===== config.mk =====
export PLATFORM = sky130hd
export DESIGN_NAME = spi_stat_id_resp
export DESIGN_NICKNAME = d
export VERILOG_FILES = /design/src/rtl/spi_resp_pkg.sv /design/src/rtl/spi_resp_seq.sv /design/src/rtl/spi_resp_stat.sv /design/src/rtl/spi_resp_txsel.sv /design/src/rtl/spi_stat_id_resp.sv
export SDC_FILE = /design/constraint.sdc
export NUM_CORES = 1
export LEC_CHECK = 0
export CORE_ASPECT_RATIO = 0.6
export CORE_MARGIN = 1
export CORE_UTILIZATION = 40
export DETAILED_ROUTE_END_ITERATION = 6
export HOLD_SLACK_MARGIN = 0.03
export PLACE_DENSITY = 0.74
export SLEW_MARGIN = 20
export SYNTH_ARGS = -nofsm -noshare
export SYNTH_HDL_FRONTEND = slang
export SYNTH_SLANG_ARGS = --single-unit

===== constraint.sdc =====
create_clock -name clk -period 2.2 [get_ports clk]
set_input_delay 0.44 -clock clk [delete_from_list [all_inputs] [get_ports clk]]
set_output_delay 0.44 -clock clk [all_outputs]
set_load 0.02 [all_outputs]

===== src/rtl/spi_resp_pkg.sv =====
package spi_resp_pkg;

    localparam int BYTE_W = 8;
    localparam int IDX_W  = 2;

    localparam logic [BYTE_W-1:0] OP_LATCH_ON  = 8'h06;
    localparam logic [BYTE_W-1:0] OP_LATCH_OFF = 8'h04;
    localparam logic [BYTE_W-1:0] OP_STAT_RD   = 8'h05;
    localparam logic [BYTE_W-1:0] OP_STAT_WR   = 8'h01;
    localparam logic [BYTE_W-1:0] OP_JID       = 8'h9F;
    localparam logic [BYTE_W-1:0] OP_LEGACY_ID = 8'h90;
    localparam logic [BYTE_W-1:0] IDLE_BYTE    = 8'hFF;

    localparam int JID_LAST   = 2;
    localparam int DUMMY_LAST = 1;
    localparam int PAIR_LAST  = 1;

    typedef enum logic [2:0] {
        PH_OPCODE,
        PH_STREAM,
        PH_JID,
        PH_DUMMY,
        PH_SELECT,
        PH_PAIR,
        PH_WRDATA,
        PH_QUIET
    } phase_e;

    typedef struct packed {
        logic              latch_on;
        logic              latch_off;
        logic              wr_fire;
        logic              frame_close;
        logic [BYTE_W-1:0] wr_data;
    } seq_ev_t;

    typedef struct packed {
        logic       lock;
        logic       cprog;
        logic [3:0] prot;
        logic       wel;
        logic       wip;
    } stat_t;

    function automatic logic [BYTE_W-1:0] pair_pick(
        input logic              mfr_first,
        input logic [IDX_W-1:0]  idx,
        input logic [BYTE_W-1:0] mfr,
        input logic [BYTE_W-1:0] dev
    );
        logic first_slot;
        first_slot = (idx == '0);
        return (first_slot == mfr_first) ? mfr : dev;
    endfunction

endpackage


===== src/rtl/spi_resp_seq.sv =====
module spi_resp_seq
    import spi_resp_pkg::*;
(
    input  logic                  clk,
    input  logic                  rst,
    input  logic                  cs_n,
    input  logic                  rx_valid,
    input  logic [BYTE_W-1:0]     rx_byte,
    output phase_e                phase,
    output logic [IDX_W-1:0]      idx,
    output logic                  mfr_first,
    output seq_ev_t               ev
);

    logic cs_q;
    logic wr_frame_q;
    logic strobe;
    logic cs_rise;

    assign strobe  = rx_valid && !cs_n;
    assign cs_rise = cs_n && !cs_q;

    always_comb begin
        ev             = '0;
        ev.wr_data     = rx_byte;
        ev.latch_on    = strobe && (phase == PH_OPCODE) && (rx_byte == OP_LATCH_ON);
        ev.latch_off   = strobe && (phase == PH_OPCODE) && (rx_byte == OP_LATCH_OFF);
        ev.wr_fire     = strobe && (phase == PH_WRDATA);
        ev.frame_close = cs_rise && wr_frame_q;
    end

    always_ff @(posedge clk) begin
        if (rst) begin
            cs_q       <= 1'b1;
            phase      <= PH_OPCODE;
            idx        <= '0;
            mfr_first  <= 1'b1;
            wr_frame_q <= 1'b0;
        end else begin
            cs_q <= cs_n;
            if (cs_n) begin
                phase      <= PH_OPCODE;
                idx        <= '0;
                wr_frame_q <= 1'b0;
            end else if (rx_valid) begin
                case (phase)
                    PH_OPCODE: begin
                        idx <= '0;
                        case (rx_byte)
                            OP_STAT_RD:   phase <= PH_STREAM;
                            OP_JID:       phase <= PH_JID;
                            OP_LEGACY_ID: phase <= PH_DUMMY;
                            OP_STAT_WR: begin
                                phase      <= PH_WRDATA;
                                wr_frame_q <= 1'b1;
                            end
                            default:      phase <= PH_QUIET;
                        endcase
                    end
                    PH_JID: begin
                        if (idx == IDX_W'(JID_LAST)) phase <= PH_QUIET;
                        else                         idx   <= idx + 1'b1;
                    end
                    PH_DUMMY: begin
                        if (idx == IDX_W'(DUMMY_LAST)) begin
                            phase <= PH_SELECT;
                            idx   <= '0;
                        end else begin
                            idx <= idx + 1'b1;
                        end
                    end
                    PH_SELECT: begin
                        mfr_first <= (rx_byte == 8'h00);
                        phase     <= PH_PAIR;
                        idx       <= '0;
                    end
                    PH_PAIR: begin
                        if (idx == IDX_W'(PAIR_LAST)) phase <= PH_QUIET;
                        else                          idx   <= idx + 1'b1;
                    end
                    PH_WRDATA: phase <= PH_QUIET;
                    default:   phase <= phase;
                endcase
            end
        end
    end

endmodule


===== src/rtl/spi_resp_stat.sv =====
module spi_resp_stat
    import spi_resp_pkg::*;
(
    input  logic              clk,
    input  logic              rst,
    input  logic              busy_in,
    input  logic              wp_in,
    input  seq_ev_t           ev,
    output logic [BYTE_W-1:0] status_o
);

    stat_t sreg;
    logic  busy_q;
    logic  busy_fall;
    logic  wr_ok;

    assign busy_fall = busy_q && !busy_in;
    assign wr_ok     = ev.wr_fire && sreg.wel && (!sreg.lock || wp_in);

    always_ff @(posedge clk) begin
        busy_q <= busy_in;
        if (rst) begin
            sreg.lock  <= 1'b0;
            sreg.cprog <= 1'b0;
            sreg.prot  <= '0;
            sreg.wel   <= 1'b0;
        end else begin
            if (wr_ok) begin
                sreg.lock  <= ev.wr_data[7];
                sreg.cprog <= ev.wr_data[6];
                sreg.prot  <= ev.wr_data[5:2];
            end
            if (ev.latch_on)
                sreg.wel <= 1'b1;
            else if (ev.latch_off || ev.frame_close || busy_fall)
                sreg.wel <= 1'b0;
        end
    end

    always_comb begin
        sreg.wip = busy_in;
    end

    assign status_o = sreg;

endmodule


===== src/rtl/spi_resp_txsel.sv =====
module spi_resp_txsel
    import spi_resp_pkg::*;
#(
    parameter logic [BYTE_W-1:0] MFR_ID   = 8'hC2,
    parameter logic [BYTE_W-1:0] MEM_TYPE = 8'h20,
    parameter logic [BYTE_W-1:0] DEV_ID   = 8'h15
) (
    input  phase_e            phase,
    input  logic [IDX_W-1:0]  idx,
    input  logic              mfr_first,
    input  logic [BYTE_W-1:0] status,
    output logic [BYTE_W-1:0] tx_byte
);

    logic [BYTE_W-1:0] jid_tbl [JID_LAST+1];

    assign jid_tbl[0] = MFR_ID;
    assign jid_tbl[1] = MEM_TYPE;
    assign jid_tbl[2] = DEV_ID;

    always_comb begin
        case (phase)
            PH_STREAM: tx_byte = status;
            PH_JID:    tx_byte = (idx <= IDX_W'(JID_LAST)) ? jid_tbl[idx] : IDLE_BYTE;
            PH_PAIR:   tx_byte = pair_pick(mfr_first, idx, MFR_ID, DEV_ID);
            default:   tx_byte = IDLE_BYTE;
        endcase
    end

endmodule


===== src/rtl/spi_stat_id_resp.sv =====
module spi_stat_id_resp
    import spi_resp_pkg::*;
#(
    parameter logic [7:0] MFR_ID   = 8'hC2,
    parameter logic [7:0] MEM_TYPE = 8'h20,
    parameter logic [7:0] DEV_ID   = 8'h15
) (
    input  logic       clk,
    input  logic       rst,
    input  logic       cs_n,
    input  logic       rx_valid,
    input  logic [7:0] rx_byte,
    input  logic       busy_in,
    input  logic       wp_in,
    output logic [7:0] tx_byte,
    output logic [7:0] status_o
);

    phase_e           phase;
    logic [IDX_W-1:0] idx;
    logic             mfr_first;
    seq_ev_t          ev;
    logic             at_op;

    assign at_op = (phase == PH_OPCODE);

    spi_resp_seq u_seq (
        .clk       (clk),
        .rst       (rst),
        .cs_n      (cs_n),
        .rx_valid  (rx_valid),
        .rx_byte   (rx_byte),
        .phase     (phase),
        .idx       (idx),
        .mfr_first (mfr_first),
        .ev        (ev)
    );

    spi_resp_stat u_stat (
        .clk      (clk),
        .rst      (rst),
        .busy_in  (busy_in),
        .wp_in    (wp_in),
        .ev       (ev),
        .status_o (status_o)
    );

    spi_resp_txsel #(
        .MFR_ID   (MFR_ID),
        .MEM_TYPE (MEM_TYPE),
        .DEV_ID   (DEV_ID)
    ) u_tx (
        .phase     (phase),
        .idx       (idx),
        .mfr_first (mfr_first),
        .status    (status_o),
        .tx_byte   (tx_byte)
    );

endmodule


==> reports/qor.yml <==
outcome: "finished clean"
yosysTopAreaCellShare_pct: 31.0
design_power_total_mw: 0.752
placement.io_buffers: 29
avgSynthCellArea_um2: 8.28
clock.fmax_mhz: 482
crit_buf_inv: 2
maxCapViolations: 0
largest_net_degree_at_the_start_of_global_routing: 11
synth_enable_flop_cells: 0
post_cts_buffers: 0
finalWorstSetupSlack_ns: 0.124
via_per_inst: 5.71
die_width_um: 67.7
final_core_util_pct: 65.1
dieArea_mm2: 0.00280
cts_buffer_depth: 2
met2_routed_wl_um: 1450
dp.cells: 192
postSynthNetCount: 143
setup-tns-final_ns: 0
worst_pin_slew_ns: 0.503
worst_reg2reg_path_startpoint: "u_seq.phase[1]"
max-slew-margin-rel_pct: 66.0
r2r_setup_slack_ns: 0.39
worst_ep_required_time_ns: 1.76
cts.sinks: 16
cts_tree: "yes"
antenna_cells: 0
hold_end: "u_seq.wr_frame_q"
critPathCaptureType: "output port"
design.portCount: 30
detailroute.wirelength.met3_um: 279
report.final.setup_viol: 0
worst_ep_arrival_time_ns: 1.64
grt_antenna_before_repair: 0
ys_ff_latch: 16
timing.rr.end: "u_stat.status_o[3]"
drtAntennaViolNets: 0
grt_pass1_wl_um: 4800
synth_warnings: 0
timing_hold_violations_final: 0
vias_in_the_first_global_route: 985
hold_path.class: "reg2reg"
vias: 1119
drive_gt1_share_pct: 24.1
cts.reportedPaths.clkPinSlew_ns: 0.07
post-place-ws_ns: -0.0789
postRouteWirelength_um: 3270
m1WireLength_um: 1530
power.static_leakage_nw: 0.602
wl_per_cell_um: 16.7
critical_path_class: "reg2out"
gp_congestion: 0.879
period_minus_slack_ns: 2.08
drt_iter0_drc: 133
area_delta_synth_final_pct: 44.4
clock-skew-final_ns: 0.00175
drv_slew: 0
postSynthCellCount: 125
critPathMaxStageDelay_ns: 0.37
synth_top_flop_cell: "sky130_fd_sc_hd__dfxtp_1"
cell_area_after_synthesis_mm2: 0.00103
path_max_fanout: 4
rsz0062_at_grt: "false"
drcViolationCount: 0
final_stage_net_count: 185
p_per_area_mw_per_mm2: 503
critical_path.cell_chain: "inv_1, ha_2, a21oi_2, o22a_1, a21o_1, clkbuf_2"
yosysTopAreaCell: "sky130_fd_sc_hd__dfxtp_1"
post-route-period-util_pct: 94.4
overflow: 0
grt.total_usage_pct: 25.6
placed_area_mm2: 0.00143
hold_start: "u_seq.wr_frame_q"
fin_area_mm2: 0.00149
drt-pass1-iter-count: 4
clock-root-buffer: "sky130_fd_sc_hd__clkbuf_8"
fin_cells: 196
cts-buffers-inserted: 3
async_flop_share_pct: 0
setup.worst_path.start_class: "register"
worst-r2r-cell-count: 5
post_synth_num_cell_types: 37
ir_worst_vdd_v: 0.000229
htree_num_levels: 1
core.rowCount: 13
fp.coreArea_mm2: 0.00229
cts-hold-fix-buffers: 0
post_synth_main_area_contributors: "sky130_fd_sc_hd__dfxtp_1 (31%), sky130_fd_sc_hd__mux2i_1 (7.7%), sky130_fd_sc_hd__nor2_1 (6.2%)"
fin_worst_hold_slack_ns: 0.478
clk-insertion-delay-late_ns: 0.26
whs_path_depth: 2
topRoutingLayerUsed: "met4"
start_util_pct: 45.1
detailedPlacementHpwl_um: 2390
cpMaxStageDelayCell: "sky130_fd_sc_hd__dfxtp_4"
fillers: 188
crit_family: "compound AO/OA/AOI/OAI gates"
seq_area_frac_synth_pct: 31.0
die_height_um: 41.4
## cells in the mapped netlist, types with 3 or more instances
library cell,number
sky130_fd_sc_hd__mux2i_1,8
sky130_fd_sc_hd__buf_4,5
sky130_fd_sc_hd__nor2b_1,6
sky130_fd_sc_hd__nor3_1,5
sky130_fd_sc_hd__inv_1,6
sky130_fd_sc_hd__ha_1,4
sky130_fd_sc_hd__dfxtp_1,16
sky130_fd_sc_hd__nand2_1,6
sky130_fd_sc_hd__nor2_1,17
sky130_fd_sc_hd__a21o_1,7
sky130_fd_sc_hd__nor4bb_1,3
sky130_fd_sc_hd__a21oi_1,8
## final cells by class
| type | instances | area (µm²) | share of cell area (%) |
|---|---|---|---|
| tap | 30 | 37.5 | 2.51 |
| sequential | 16 | 328 | 21.9 |
| clock buffer | 4 | 55.1 | 3.69 |
| multi-input combinational | 96 | 673 | 45.1 |
| timing repair buffer | 44 | 378 | 25.3 |
| inverter | 6 | 22.5 | 1.51 |
## layer usage
metal	GRT usage [%]	vias to the layer above
met4	5.85	0
met3	8.97	2
met2	40.6	49
li1	-	538
met1	33.7	530
met5	0	-
## how the worst max path moves through the flow
stage / slack (ns) / depth (start not counted) / end / from
after floorplan: 0.52 / 4 / u_seq.phase[1] / rx_byte[3]
after CTS: -0.04 / 6 / tx_byte[6] / u_seq.idx[0]
after global routing: 0.06 / 6 / tx_byte[6] / u_seq.idx[1]
final: 0.12 / 6 / tx_byte[6] / u_seq.idx[1]
after detailed placement: -0.08 / 6 / tx_byte[6] / u_seq.idx[1]
after global placement: -0.001 / 7 / tx_byte[2] / u_seq.idx[0]
## report_power, final
group	total (mW)	internal, mW	switching, mW	leakage [nW]
Sequential	0.305	0.296	0.00896	0.132
Combinational	0.176	0.0834	0.0923	0.441
Clock	0.272	0.159	0.112	0.0288
Total	0.752	0.538	0.214	0.602
## what timing repair did
item,in CTS,in global routing
setup endpoints to repair,8,7
cloned,0,0
resized for setup,20,14
pin swaps,0,1
hold endpoints to repair,0,0
## cells in the final DEF, fill, tap and decap left out, types with 3 or more instances in the layout
master,n
sky130_fd_sc_hd__dfxtp_2,3
sky130_fd_sc_hd__clkbuf_2,4
sky130_fd_sc_hd__nor2b_1,5
sky130_fd_sc_hd__clkbuf_8,4
sky130_fd_sc_hd__inv_1,6
sky130_fd_sc_hd__mux2i_1,8
sky130_fd_sc_hd__a21oi_1,7
sky130_fd_sc_hd__nor2_1,15
sky130_fd_sc_hd__buf_4,15
sky130_fd_sc_hd__a21o_1,7
sky130_fd_sc_hd__nor4bb_1,3
sky130_fd_sc_hd__dfxtp_1,12
sky130_fd_sc_hd__nand2_1,6
sky130_fd_sc_hd__ha_1,3
sky130_fd_sc_hd__clkdlybuf4s50_1,21
sky130_fd_sc_hd__nor3_1,5
## sequential cells by signal, indices dropped and copies added, names as in the netlist
register	flops
u_seq.cs_q	1
u_seq.phase	3
u_seq.wr_frame_q	1
u_stat.busy_q	1
u_seq.idx	2
u_seq.mfr_first	1
u_stat.status_o	7
## worst register-to-register path, cell delays in order, from the launching register on
cell,delay (ns)
sky130_fd_sc_hd__dfxtp_1,0.41
sky130_fd_sc_hd__nor2b_1,0.28
sky130_fd_sc_hd__nor4bb_1,0.53
sky130_fd_sc_hd__buf_4,0.24
sky130_fd_sc_hd__mux2i_1,0.18
sky130_fd_sc_hd__nor2_1,0.06
## cell families (layout without fill, tap and decap cells)
group / count (synthesis) / after routing / synth area share (%)
buf+inv: 13 / 54 / 6.65
compound gates: 33 / 33 / 22.7
flops: 16 / 16 / 31.0
fa+ha+maj: 4 / 4 / 4.84
simple gates: 50 / 50 / 26.2
mux: 8 / 8 / 7.74
xor+xnor: 1 / 1 / 0.847
Note: power is estimated with default switching activity, not from simulation.
